## src/rtl/csr_rmw_pkg.sv

```systemverilog
package csr_rmw_pkg;

    typedef enum logic [1:0] {
        OP_WRITE,
        OP_SET,
        OP_CLEAR
    } csr_op_e;

    typedef enum logic [2:0] {
        K_ACCESS,
        K_SYSCALL,
        K_BREAK,
        K_UNIMPL,
        K_REJECT
    } req_kind_e;

    typedef enum logic [2:0] {
        ST_IDLE,
        ST_ACK,
        ST_SYSCALL,
        ST_BREAK,
        ST_UNIMPL,
        ST_REJECT
    } rsp_state_e;

    localparam logic [2:0]  F3_SYSTEM   = 3'd0;
    localparam logic [2:0]  F3_RESERVED = 3'd4;
    localparam logic [11:0] SYS_CALL    = 12'h000;
    localparam logic [11:0] SYS_BREAK   = 12'h001;
    localparam logic [11:0] SYS_RET     = 12'h100;

endpackage

```

## src/rtl/csr_rmw_decode.sv

```systemverilog
module csr_rmw_decode
    import csr_rmw_pkg::*;
#(
    parameter int          ADDR_W   = 12,
    parameter logic [11:0] CSR_BASE = 12'h7C0,
    parameter int          NUM_CSR  = 4,
    parameter int          IDX_W    = 2
) (
    input  logic [2:0]        funct3,
    input  logic [ADDR_W-1:0] addr,
    output req_kind_e         kind,
    output csr_op_e           op,
    output logic              use_imm,
    output logic [IDX_W-1:0]  idx
);

    logic [ADDR_W-1:0] offset;
    logic              in_window;

    always_comb begin
        offset    = addr - CSR_BASE;
        in_window = (offset < ADDR_W'(NUM_CSR));
        idx       = offset[IDX_W-1:0];
    end

    always_comb begin
        kind    = K_REJECT;
        op      = OP_WRITE;
        use_imm = funct3[2];
        unique case (funct3)
            F3_SYSTEM: begin
                unique case (addr)
                    SYS_CALL:  kind = K_SYSCALL;
                    SYS_BREAK: kind = K_BREAK;
                    SYS_RET:   kind = K_UNIMPL;
                    default:   kind = K_REJECT;
                endcase
            end
            F3_RESERVED: kind = K_REJECT;
            default: begin
                kind = in_window ? K_ACCESS : K_REJECT;
                unique case (funct3[1:0])
                    2'd2:    op = OP_SET;
                    2'd3:    op = OP_CLEAR;
                    default: op = OP_WRITE;
                endcase
            end
        endcase
    end

endmodule

```

## src/rtl/csr_rmw_alu.sv

```systemverilog
module csr_rmw_alu
    import csr_rmw_pkg::*;
#(
    parameter int XLEN = 64
) (
    input  csr_op_e          op,
    input  logic [XLEN-1:0]  old_val,
    input  logic [XLEN-1:0]  operand,
    output logic [XLEN-1:0]  new_val,
    output logic             wr_en
);

    logic mask_zero;

    always_comb begin
        mask_zero = (operand == '0);
        unique case (op)
            OP_SET: begin
                new_val = old_val | operand;
                wr_en   = !mask_zero;
            end
            OP_CLEAR: begin
                new_val = old_val & ~operand;
                wr_en   = !mask_zero;
            end
            default: begin
                new_val = operand;
                wr_en   = 1'b1;
            end
        endcase
    end

endmodule

```

## src/rtl/csr_rmw_bank.sv

```systemverilog
module csr_rmw_bank #(
    parameter int XLEN    = 64,
    parameter int NUM_CSR = 4,
    parameter int IDX_W   = 2
) (
    input  logic             clk,
    input  logic             rst_n,
    input  logic             we,
    input  logic [IDX_W-1:0] idx,
    input  logic [XLEN-1:0]  wdata,
    output logic [XLEN-1:0]  rdata
);

    logic [XLEN-1:0] regs [NUM_CSR];

    for (genvar g = 0; g < NUM_CSR; g++) begin : g_entry
        always_ff @(posedge clk) begin
            if (!rst_n) begin
                regs[g] <= '0;
            end else if (we && (idx == IDX_W'(g))) begin
                regs[g] <= wdata;
            end
        end
    end

    always_comb begin
        rdata = '0;
        for (int i = 0; i < NUM_CSR; i++) begin
            if (idx == IDX_W'(i)) rdata = regs[i];
        end
    end

endmodule

```

## src/rtl/csr_rmw_unit.sv

```systemverilog
module csr_rmw_unit
    import csr_rmw_pkg::*;
#(
    parameter int          XLEN     = 64,
    parameter int          ZIMM_W   = 5,
    parameter logic [11:0] CSR_BASE = 12'h7C0,
    parameter int          NUM_CSR  = 4
) (
    input  logic              clk,
    input  logic              rst_n,
    input  logic              req_valid,
    input  logic [2:0]        req_funct3,
    input  logic [11:0]       req_addr,
    input  logic [XLEN-1:0]   req_rs1,
    input  logic [ZIMM_W-1:0] req_zimm,
    output logic              rsp_done,
    output logic [XLEN-1:0]   rsp_rdata,
    output logic              rsp_illegal,
    output logic              rsp_ecall,
    output logic              rsp_ebreak,
    output logic              rsp_unimpl
);

    localparam int IDX_W = (NUM_CSR > 1) ? $clog2(NUM_CSR) : 1;

    req_kind_e        kind;
    csr_op_e          op;
    logic             use_imm;
    logic [IDX_W-1:0] idx;
    logic [XLEN-1:0]  operand;
    logic [XLEN-1:0]  old_val;
    logic [XLEN-1:0]  new_val;
    logic             alu_wr;
    logic             bank_we;
    logic [XLEN-1:0]  rdata_q;
    rsp_state_e       state_q, state_d;

    csr_rmw_decode #(
        .ADDR_W   (12),
        .CSR_BASE (CSR_BASE),
        .NUM_CSR  (NUM_CSR),
        .IDX_W    (IDX_W)
    ) u_decode (
        .funct3  (req_funct3),
        .addr    (req_addr),
        .kind    (kind),
        .op      (op),
        .use_imm (use_imm),
        .idx     (idx)
    );

    always_comb begin
        operand = use_imm ? {{(XLEN-ZIMM_W){1'b0}}, req_zimm} : req_rs1;
    end

    csr_rmw_alu #(.XLEN(XLEN)) u_alu (
        .op      (op),
        .old_val (old_val),
        .operand (operand),
        .new_val (new_val),
        .wr_en   (alu_wr)
    );

    always_comb begin
        bank_we = req_valid && (kind == K_ACCESS) && alu_wr;
    end

    csr_rmw_bank #(
        .XLEN    (XLEN),
        .NUM_CSR (NUM_CSR),
        .IDX_W   (IDX_W)
    ) u_bank (
        .clk   (clk),
        .rst_n (rst_n),
        .we    (bank_we),
        .idx   (idx),
        .wdata (new_val),
        .rdata (old_val)
    );

    // Next-state selection: each request jumps straight to its response state.
    always_comb begin
        state_d = ST_IDLE;
        if (req_valid) begin
            unique case (kind)
                K_ACCESS:  state_d = ST_ACK;
                K_SYSCALL: state_d = ST_SYSCALL;
                K_BREAK:   state_d = ST_BREAK;
                K_UNIMPL:  state_d = ST_UNIMPL;
                default:   state_d = ST_REJECT;
            endcase
        end
    end

    always_ff @(posedge clk) begin
        if (!rst_n) begin
            state_q <= ST_IDLE;
            rdata_q <= '0;
        end else begin
            state_q <= state_d;
            rdata_q <= (req_valid && (kind == K_ACCESS)) ? old_val : '0;
        end
    end

    // Response outputs decoded from the state register.
    always_comb begin
        rsp_done    = 1'b1;
        rsp_illegal = 1'b0;
        rsp_ecall   = 1'b0;
        rsp_ebreak  = 1'b0;
        rsp_unimpl  = 1'b0;
        unique case (state_q)
            ST_IDLE:    rsp_done    = 1'b0;
            ST_ACK:     rsp_done    = 1'b1;
            ST_SYSCALL: rsp_ecall   = 1'b1;
            ST_BREAK:   rsp_ebreak  = 1'b1;
            ST_UNIMPL:  rsp_unimpl  = 1'b1;
            ST_REJECT:  rsp_illegal = 1'b1;
            default:    rsp_done    = 1'b0;
        endcase
        rsp_rdata = rdata_q;
    end

endmodule

```

## config.mk

```make
export PLATFORM = sky130hd
export DESIGN_NAME = csr_rmw_unit
export DESIGN_NICKNAME = d
export VERILOG_FILES = /design/src/rtl/csr_rmw_pkg.sv /design/src/rtl/csr_rmw_decode.sv /design/src/rtl/csr_rmw_alu.sv /design/src/rtl/csr_rmw_bank.sv /design/src/rtl/csr_rmw_unit.sv
export SDC_FILE = /design/constraint.sdc
export NUM_CORES = 1
export LEC_CHECK = 0
export ABC_AREA = 1
export ABC_CLOCK_PERIOD_IN_PS = 7900
export BUFFER_PORTS_ARGS = -buffer_cell sky130_fd_sc_hd__buf_2
export CORE_UTILIZATION = 45
export DETAILED_ROUTE_END_ITERATION = 10
export HOLD_SLACK_MARGIN = 0.02
export SKIP_LAST_GASP = 1
export SYNTH_ARGS = -nofsm -noshare
export SYNTH_HDL_FRONTEND = slang
export SYNTH_SLANG_ARGS = --single-unit
```

## constraint.sdc

```tcl
create_clock -name clk -period 7.9 [get_ports clk]
set_clock_uncertainty 0.15 [all_clocks]
set_input_delay 0 -clock clk [delete_from_list [all_inputs] [get_ports clk]]
set_output_delay 0 -clock clk [all_outputs]
set_load 0.1 [all_outputs]
```

==> metrics.txt, run 1 <==
status finished, final reports clean; unrepaired setup endpoints after global routing false; vias in the first global route around 11000; WHS Endpoint rsp_rdata[44]$_SDFF_PN0_; Buffers on Ports 155; post-route non-filler standard cell count 2152; placed inst area between 15000 and 20000 µm²; clock buffer depth 3; crit path buf inv count 3; CTS buffer count 36; chip width 181 µm; initial antenna violation count 0; RR Startpoint u_bank.regs[2][49]$_SDFFCE_PN0P_; CP Max Fanout 76; Critical Path RT around 8 ns; root buf cell clkbuf_16; Seq/Total Area, Yosys 0.626; Layout Nets 1811; drt pass-1 iters 5; Logic pwr share 0.079; GPL Wtd Cong approximately 0.81; core area 31600 µm²; die height roughly 180 µm; CP peak stage delay 0.91 ns; Max VDD drop 0.000138 V; CP cell instances buf_2 > inv_6 > nand2_1 > nand2_1 > nor3_2 > nand2_1 > nor2_2 > nand3_4 > nand2_1 > o21ai_4 > buf_4; Final setup viols 0; Peak Freq 0.303 GHz; initial core utilization 0.457; number of synthesized register bits 323; WP data arrival 3.30 ns; WS Path Type primary input to flip-flop; FF-to-FF End u_bank.regs[2][49]$_SDFFCE_PN0P_; Netlist Area Pre-Place 14400 µm²; Synth cell types 38; most common cell after layout, fill and taps aside nand2_1; Worst-path clk slew 0.06 ns; synthesis warning total 0; # IOs 156; clk sink count 323; H-tree depth 2; final core area utilization 0.546; pwr/cell area 229 nW/µm²; Yosys top cell area share 0.533; row cnt 65; minimum clock period 3.30 ns; Post-Syn Instances 1527; Worst-Margin Slew 1.12 ns; Clk pwr share 0.442; DR vias 11400; Fin. Hold Viols 0; Syn Nets between 1500 and 2000; worst hold path class primary input to flip-flop; Post-DRT Antenna Nets 0; latest clock arrival within the worst-skew pair ~0.51 ns; Setup TNS Final 0 ns; switching pwr 0.901 mW; Worst path depth 11; Pint a little over 3 mW; Rel. slew slack 0.252; Most Frequent Cell on Critical Path nand2_1; hold path depth 6; vias per std cell between 5 and 6; CP Launch Type primary input; number of gates resized after CTS 0; diode count 0; Synth area leaders edfxtp_1 53%, nand2_1 9.7%, dfxtp_1 9.3%, nor2_1 8.1%, nand3_1 3.7%; synth-to-layout area growth 19.5%; dpl cells 2020; Sw Ratio 0.229; Synth Flop Type edfxtp_1; Final period util 0.418; DRC viols 0; post-route cell area around 17000 µm²; Post-synth ARST share 0; Worst path slowest cell o21ai_4; Overflow after GRT 0; first-pass GRT wire length 61.9 mm; Seq pwr share 0.479; postcts setup bufs 0; area leader, netlist edfxtp_1; max-cap viol count 0; ratio of cells with drive above 1 in the final layout 0.149; drt total wl 40.1 mm; Post-DP HPWL ~23 mm; die area 32800 µm²; EDFF count, synth 256; r2r setup slk 6.32 ns; cell family with most CP delay buffers and inverters; DR WL/cell 18.6 µm; overall power 3.94 mW; reg2reg path depth 6; Mapped Avg Cell Area 9.44 µm²; crit end category flip-flop; largest net degree at the start of global routing 77; DR iter-0 viols 898; Static Leakage 7.17 nW; overall global routing resource usage 0.247; CTS tree done; worst hold start req_addr[0]; most frequent cells in the layout 371 x nand2_1, 309 x nor2_1, 256 x edfxtp_1; fin. max-slew vios 0
kinds of logic (layout without fill, tap and decap cells):
family | Yosys count | after routing | synth area share
AND/OR/NAND/NOR | 825 | 825 | 0.237
AO/OA/AOI/OAI | 156 | 156 | 0.0609
buffers and inverters | 223 | 446 | 0.0758
flip-flops | 323 | 323 | 0.626
stage by stage:
stage | setup WS, ns | hold slack (ns)
2_1_floorplan | 1.80 | -0.0621
3_3_place_gp | 4.17 | 0.0672
3_5_place_dp | 4.05 | 0.0600
4_1_cts | 4.57 | 0.0230
5_1_grt | 4.36 | 0.0749
6_report | 4.60 | 0.0386
cells in the mapped netlist, drive strengths merged (2+ instances only):
master and instances:
a21oi 27, a31oi 35, buf 64, clkbuf 17, dfxtp 67, edfxtp 256, inv 141, nand2 383
nand3 107, nand4 8, nor2 316, nor3 6, o21ai 63, o22ai 25, o32ai 2, or2 4
power by group through the flow:
stage          clock network, mW  registers, mW  logic [mW]
6_report                    1.74           1.89       0.311
5_1_grt                     1.83           1.89       0.342
4_1_cts                     1.77           1.89       0.310
3_5_place_dp                   0           1.92       0.284
3_3_place_gp                   0           1.92       0.282
2_1_floorplan                  0           1.93       0.178
timing repair:
item,CTS,global route
setup endpoints to repair,0,0
endpoints found under the hold margin,231,0
hold buffers,68,0
state kept, by name, summed over array words and instances (netlist names):
register and cells:
rsp_rdata 64, u_bank.regs 256, state_q 3
worst max path at each step:
stage                  startpoint                          endpoint  slack [ns]
CTS                 req_funct3[2]  u_bank.regs[3][32]$_SDFFCE_PN0P_        4.57
floorplan           req_funct3[2]   u_bank.regs[0][0]$_SDFFCE_PN0P_        1.80
global placement    req_funct3[2]  u_bank.regs[3][19]$_SDFFCE_PN0P_        4.17
finish              req_funct3[2]  u_bank.regs[3][15]$_SDFFCE_PN0P_        4.60
detailed placement  req_funct3[2]  u_bank.regs[3][19]$_SDFFCE_PN0P_        4.05
global route        req_funct3[2]  u_bank.regs[3][24]$_SDFFCE_PN0P_        4.36
layer usage:
metal	wire (µm)	up-vias	track usage
met1	17000	5447	0.328
met3	2870	70	0.0355
met2	18900	415	0.411
li1	-	5422	-
met5	0	-	0
met4	1270	0	0.0898
final cells by class:
type / instances / area [µm²]
Clock inverter: 14 / 198
Multi-Input combinational cell: 981 / 4350
Tap cell: 402 / 503
Fill cell: 2903 / 14300
Sequential cell: 323 / 9030
Inverter: 142 / 539
Clock buffer: 50 / 1030
Timing Repair Buffer: 240 / 1580
worst reg2reg max path: stages, from the launching register on:
cell and delay, ns:
edfxtp_1 0.37, nand2_1 0.08, nand3_1 0.08, a21oi_1 0.32, o22ai_1 0.12, inv_1 0.13, nor2_1 0.06
(Power assumes the default switching activity.)
==> inputs of run 2 (changes only) <==
--- a/config.mk
+++ b/config.mk
@@ -6,11 +6,12 @@
 export NUM_CORES = 1
 export LEC_CHECK = 0
 export ABC_AREA = 1
-export ABC_CLOCK_PERIOD_IN_PS = 7900
+export ABC_CLOCK_PERIOD_IN_PS = 3000
 export BUFFER_PORTS_ARGS = -buffer_cell sky130_fd_sc_hd__buf_2
 export CORE_UTILIZATION = 45
 export DETAILED_ROUTE_END_ITERATION = 10
 export HOLD_SLACK_MARGIN = 0.02
+export PLACE_DENSITY = 0.66
 export SKIP_LAST_GASP = 1
 export SYNTH_ARGS = -nofsm -noshare
 export SYNTH_HDL_FRONTEND = slang
==> constraint.sdc (replaced) <==
create_clock -name clk -period 3 [get_ports clk]
set_clock_uncertainty 0.15 [all_clocks]
set_input_delay 0 -clock clk [delete_from_list [all_inputs] [get_ports clk]]
set_output_delay 0 -clock clk [all_outputs]
set_load 0.1 [all_outputs]
==> metrics.txt, run 2 (synthesis gave the netlist of run 1 again) <==
WS Path Type primary input to flip-flop; placed inst area 15700 µm²; drt pass-1 iters 7; number of gates resized after CTS 0; root buf cell clkbuf_16; vias per std cell 5.34; Fin. Hold Viols 0; Hold Slack about 0.029 ns; Most Frequent Cell on Critical Path dlygate4sd3_1; diode count 0; Register Area 9030 µm²; Worst-path clk slew roughly 0.06 ns; worst hold path class primary input to flip-flop; post-route cell area 17600 µm²; chip width 181 µm; die area 32800 µm²; clock buffer depth 3; # IOs ~160; most common cell after layout, fill and taps aside nand2_1; Peak Freq between 0.3 and 0.4 GHz; Static Leakage 7.36 nW; WP data arrival 2.85 ns; Overflow after GRT 0; Final setup viols 0; Post-DRT Antenna Nets 0; unrepaired setup endpoints after global routing false; CTS tree done; Final period util 0.849; DR iter-0 viols 1281; vias in the first global route between 10000 and 15000; CP Max Fanout 3; overall global routing resource usage 0.251; overall power 10.2 mW; Largest Register u_bank.regs; Clk pwr share 0.428; CP peak stage delay 0.58 ns; crit end category flip-flop; GPL Wtd Cong ~0.85; Setup WS pre-CTS 0.479 ns; postcts setup bufs 0; switching pwr 2.40 mW; CTS buffer count 35; PnR worst setup slack 0.453 ns; initial core utilization 0.457; minimum clock period roughly 2.5 ns; die height 181 µm; Pint a little under 8 mW; Seq pwr share 0.486; DR vias 11600; max reg flops 256; row cnt 65; H-tree depth 2; ratio of cells with drive above 1 in the final layout 0.161; latest clock arrival within the worst-skew pair 0.52 ns; DR WL/cell around 19 µm; pwr/cell area 581 nW/µm²; largest net degree at the start of global routing 43; first-pass GRT wire length ~63 mm; clk sink count 323; most frequent cells in the layout 371 x nand2_1, 309 x nor2_1, 256 x edfxtp_1; Setup TNS Final 0 ns; status finished, final reports clean; Layout Nets about 1800; area of the multi-input gates about 4400 µm²; synth-to-layout area growth 21.9%; Rel. slew slack 0.478; Max VDD drop 0.000406 V; CP Launch Type primary input; Fillers 2741; initial antenna violation count 1; core area between 30000 and 40000 µm²; CP cell instances dlygate4sd3_1 > buf_2 > inv_1 > nor3_1 > dlygate4sd3_1 > nand3_1 > dlygate4sd3_1 > a21oi_1 > dlygate4sd3_1; DRC viols 0; Critical Path RT 3.30 ns; Worst-Margin Slew 0.782 ns; max-cap viol count 0; Logic pwr share 0.085; Buffers on Ports between 150 and 200; Sw Ratio 0.235; drt total wl about 41 mm; Post-DP HPWL 25.6 mm; fin. max-slew vios 0; Worst path slowest cell dlygate4sd3_1
[run 2: changes by cell type in the layout (fill, tap and decap cells not counted), moves of 2 or more]
cell | previous run | this run
buf_12 | 0 | 17
buf_4 | 17 | 22
clkbuf_1 | 9 | 5
clkbuf_16 | 38 | 36
clkinv_2 | 5 | 8
dlygate4sd3_1 | 68 | 71
inv_2 | 1 | 3
[run 2: path summary, 6_finish.rpt]
kind | from | end | slack (ns) | depth (start not counted)
worst min register to register | u_bank.regs[3][7]$_SDFFCE_PN0P_ | rsp_rdata[7]$_SDFF_PN0_ | 0.37 | 2
worst max-delay path | req_addr[8] | state_q[2]$_SDFF_PN0_ | 0.45 | 9
worst max register to register | u_bank.regs[0][57]$_SDFFCE_PN0P_ | u_bank.regs[2][57]$_SDFFCE_PN0P_ | 1.40 | 6
worst min-delay path | req_zimm[3] | u_bank.regs[2][3]$_SDFFCE_PN0P_ | 0.03 | 8
[run 2: layout make-up]
type,instances,share of cell area
inverter,142,0.0306
multi-input combinational,981,0.248
clock inverter,21,0.0125
timing repair buffer,265,0.113
sequential,323,0.514
tap,402,0.0286
clock buffer,43,0.0539
[run 2: timing repair]
action                     CTS  global route
hold endpoints to repair   236             0
setup endpoints to repair    0             0
hold buffers                71             0
[run 2: critical path: cells and delay by family]
family                 cells  cell delay, ns
buffers and inverters      6            2.44
and+or+nand+nor            2            0.25
AOI/OAI and AO/OA          1            0.16
[run 2: power by group through the flow]
stage               clock network (mW)  registers, mW  logic [mW]
floorplan                            0           5.06       0.471
global placement                     0           5.06       0.783
detailed placement                   0           5.06       0.790
CTS                               4.42           4.97       0.865
global route                      4.59           4.97       0.950
finish                            4.38           4.97       0.871
[run 2: per-stage QoR]
stage,cells,utilization
global placement,2042,0.498
global route,2177,0.557
detailed placement,2042,0.498
floorplan,1527,-
CTS,2177,0.557
finish,2177,0.557
[run 2: metal layers]
metal  up-vias  part of all wire  track usage
li1       5476                 -            -
met2       579              0.48        0.422
met1      5472              0.39        0.320
met5         -           0.00027            0
met4         2             0.040        0.109
met3       105             0.092       0.0431
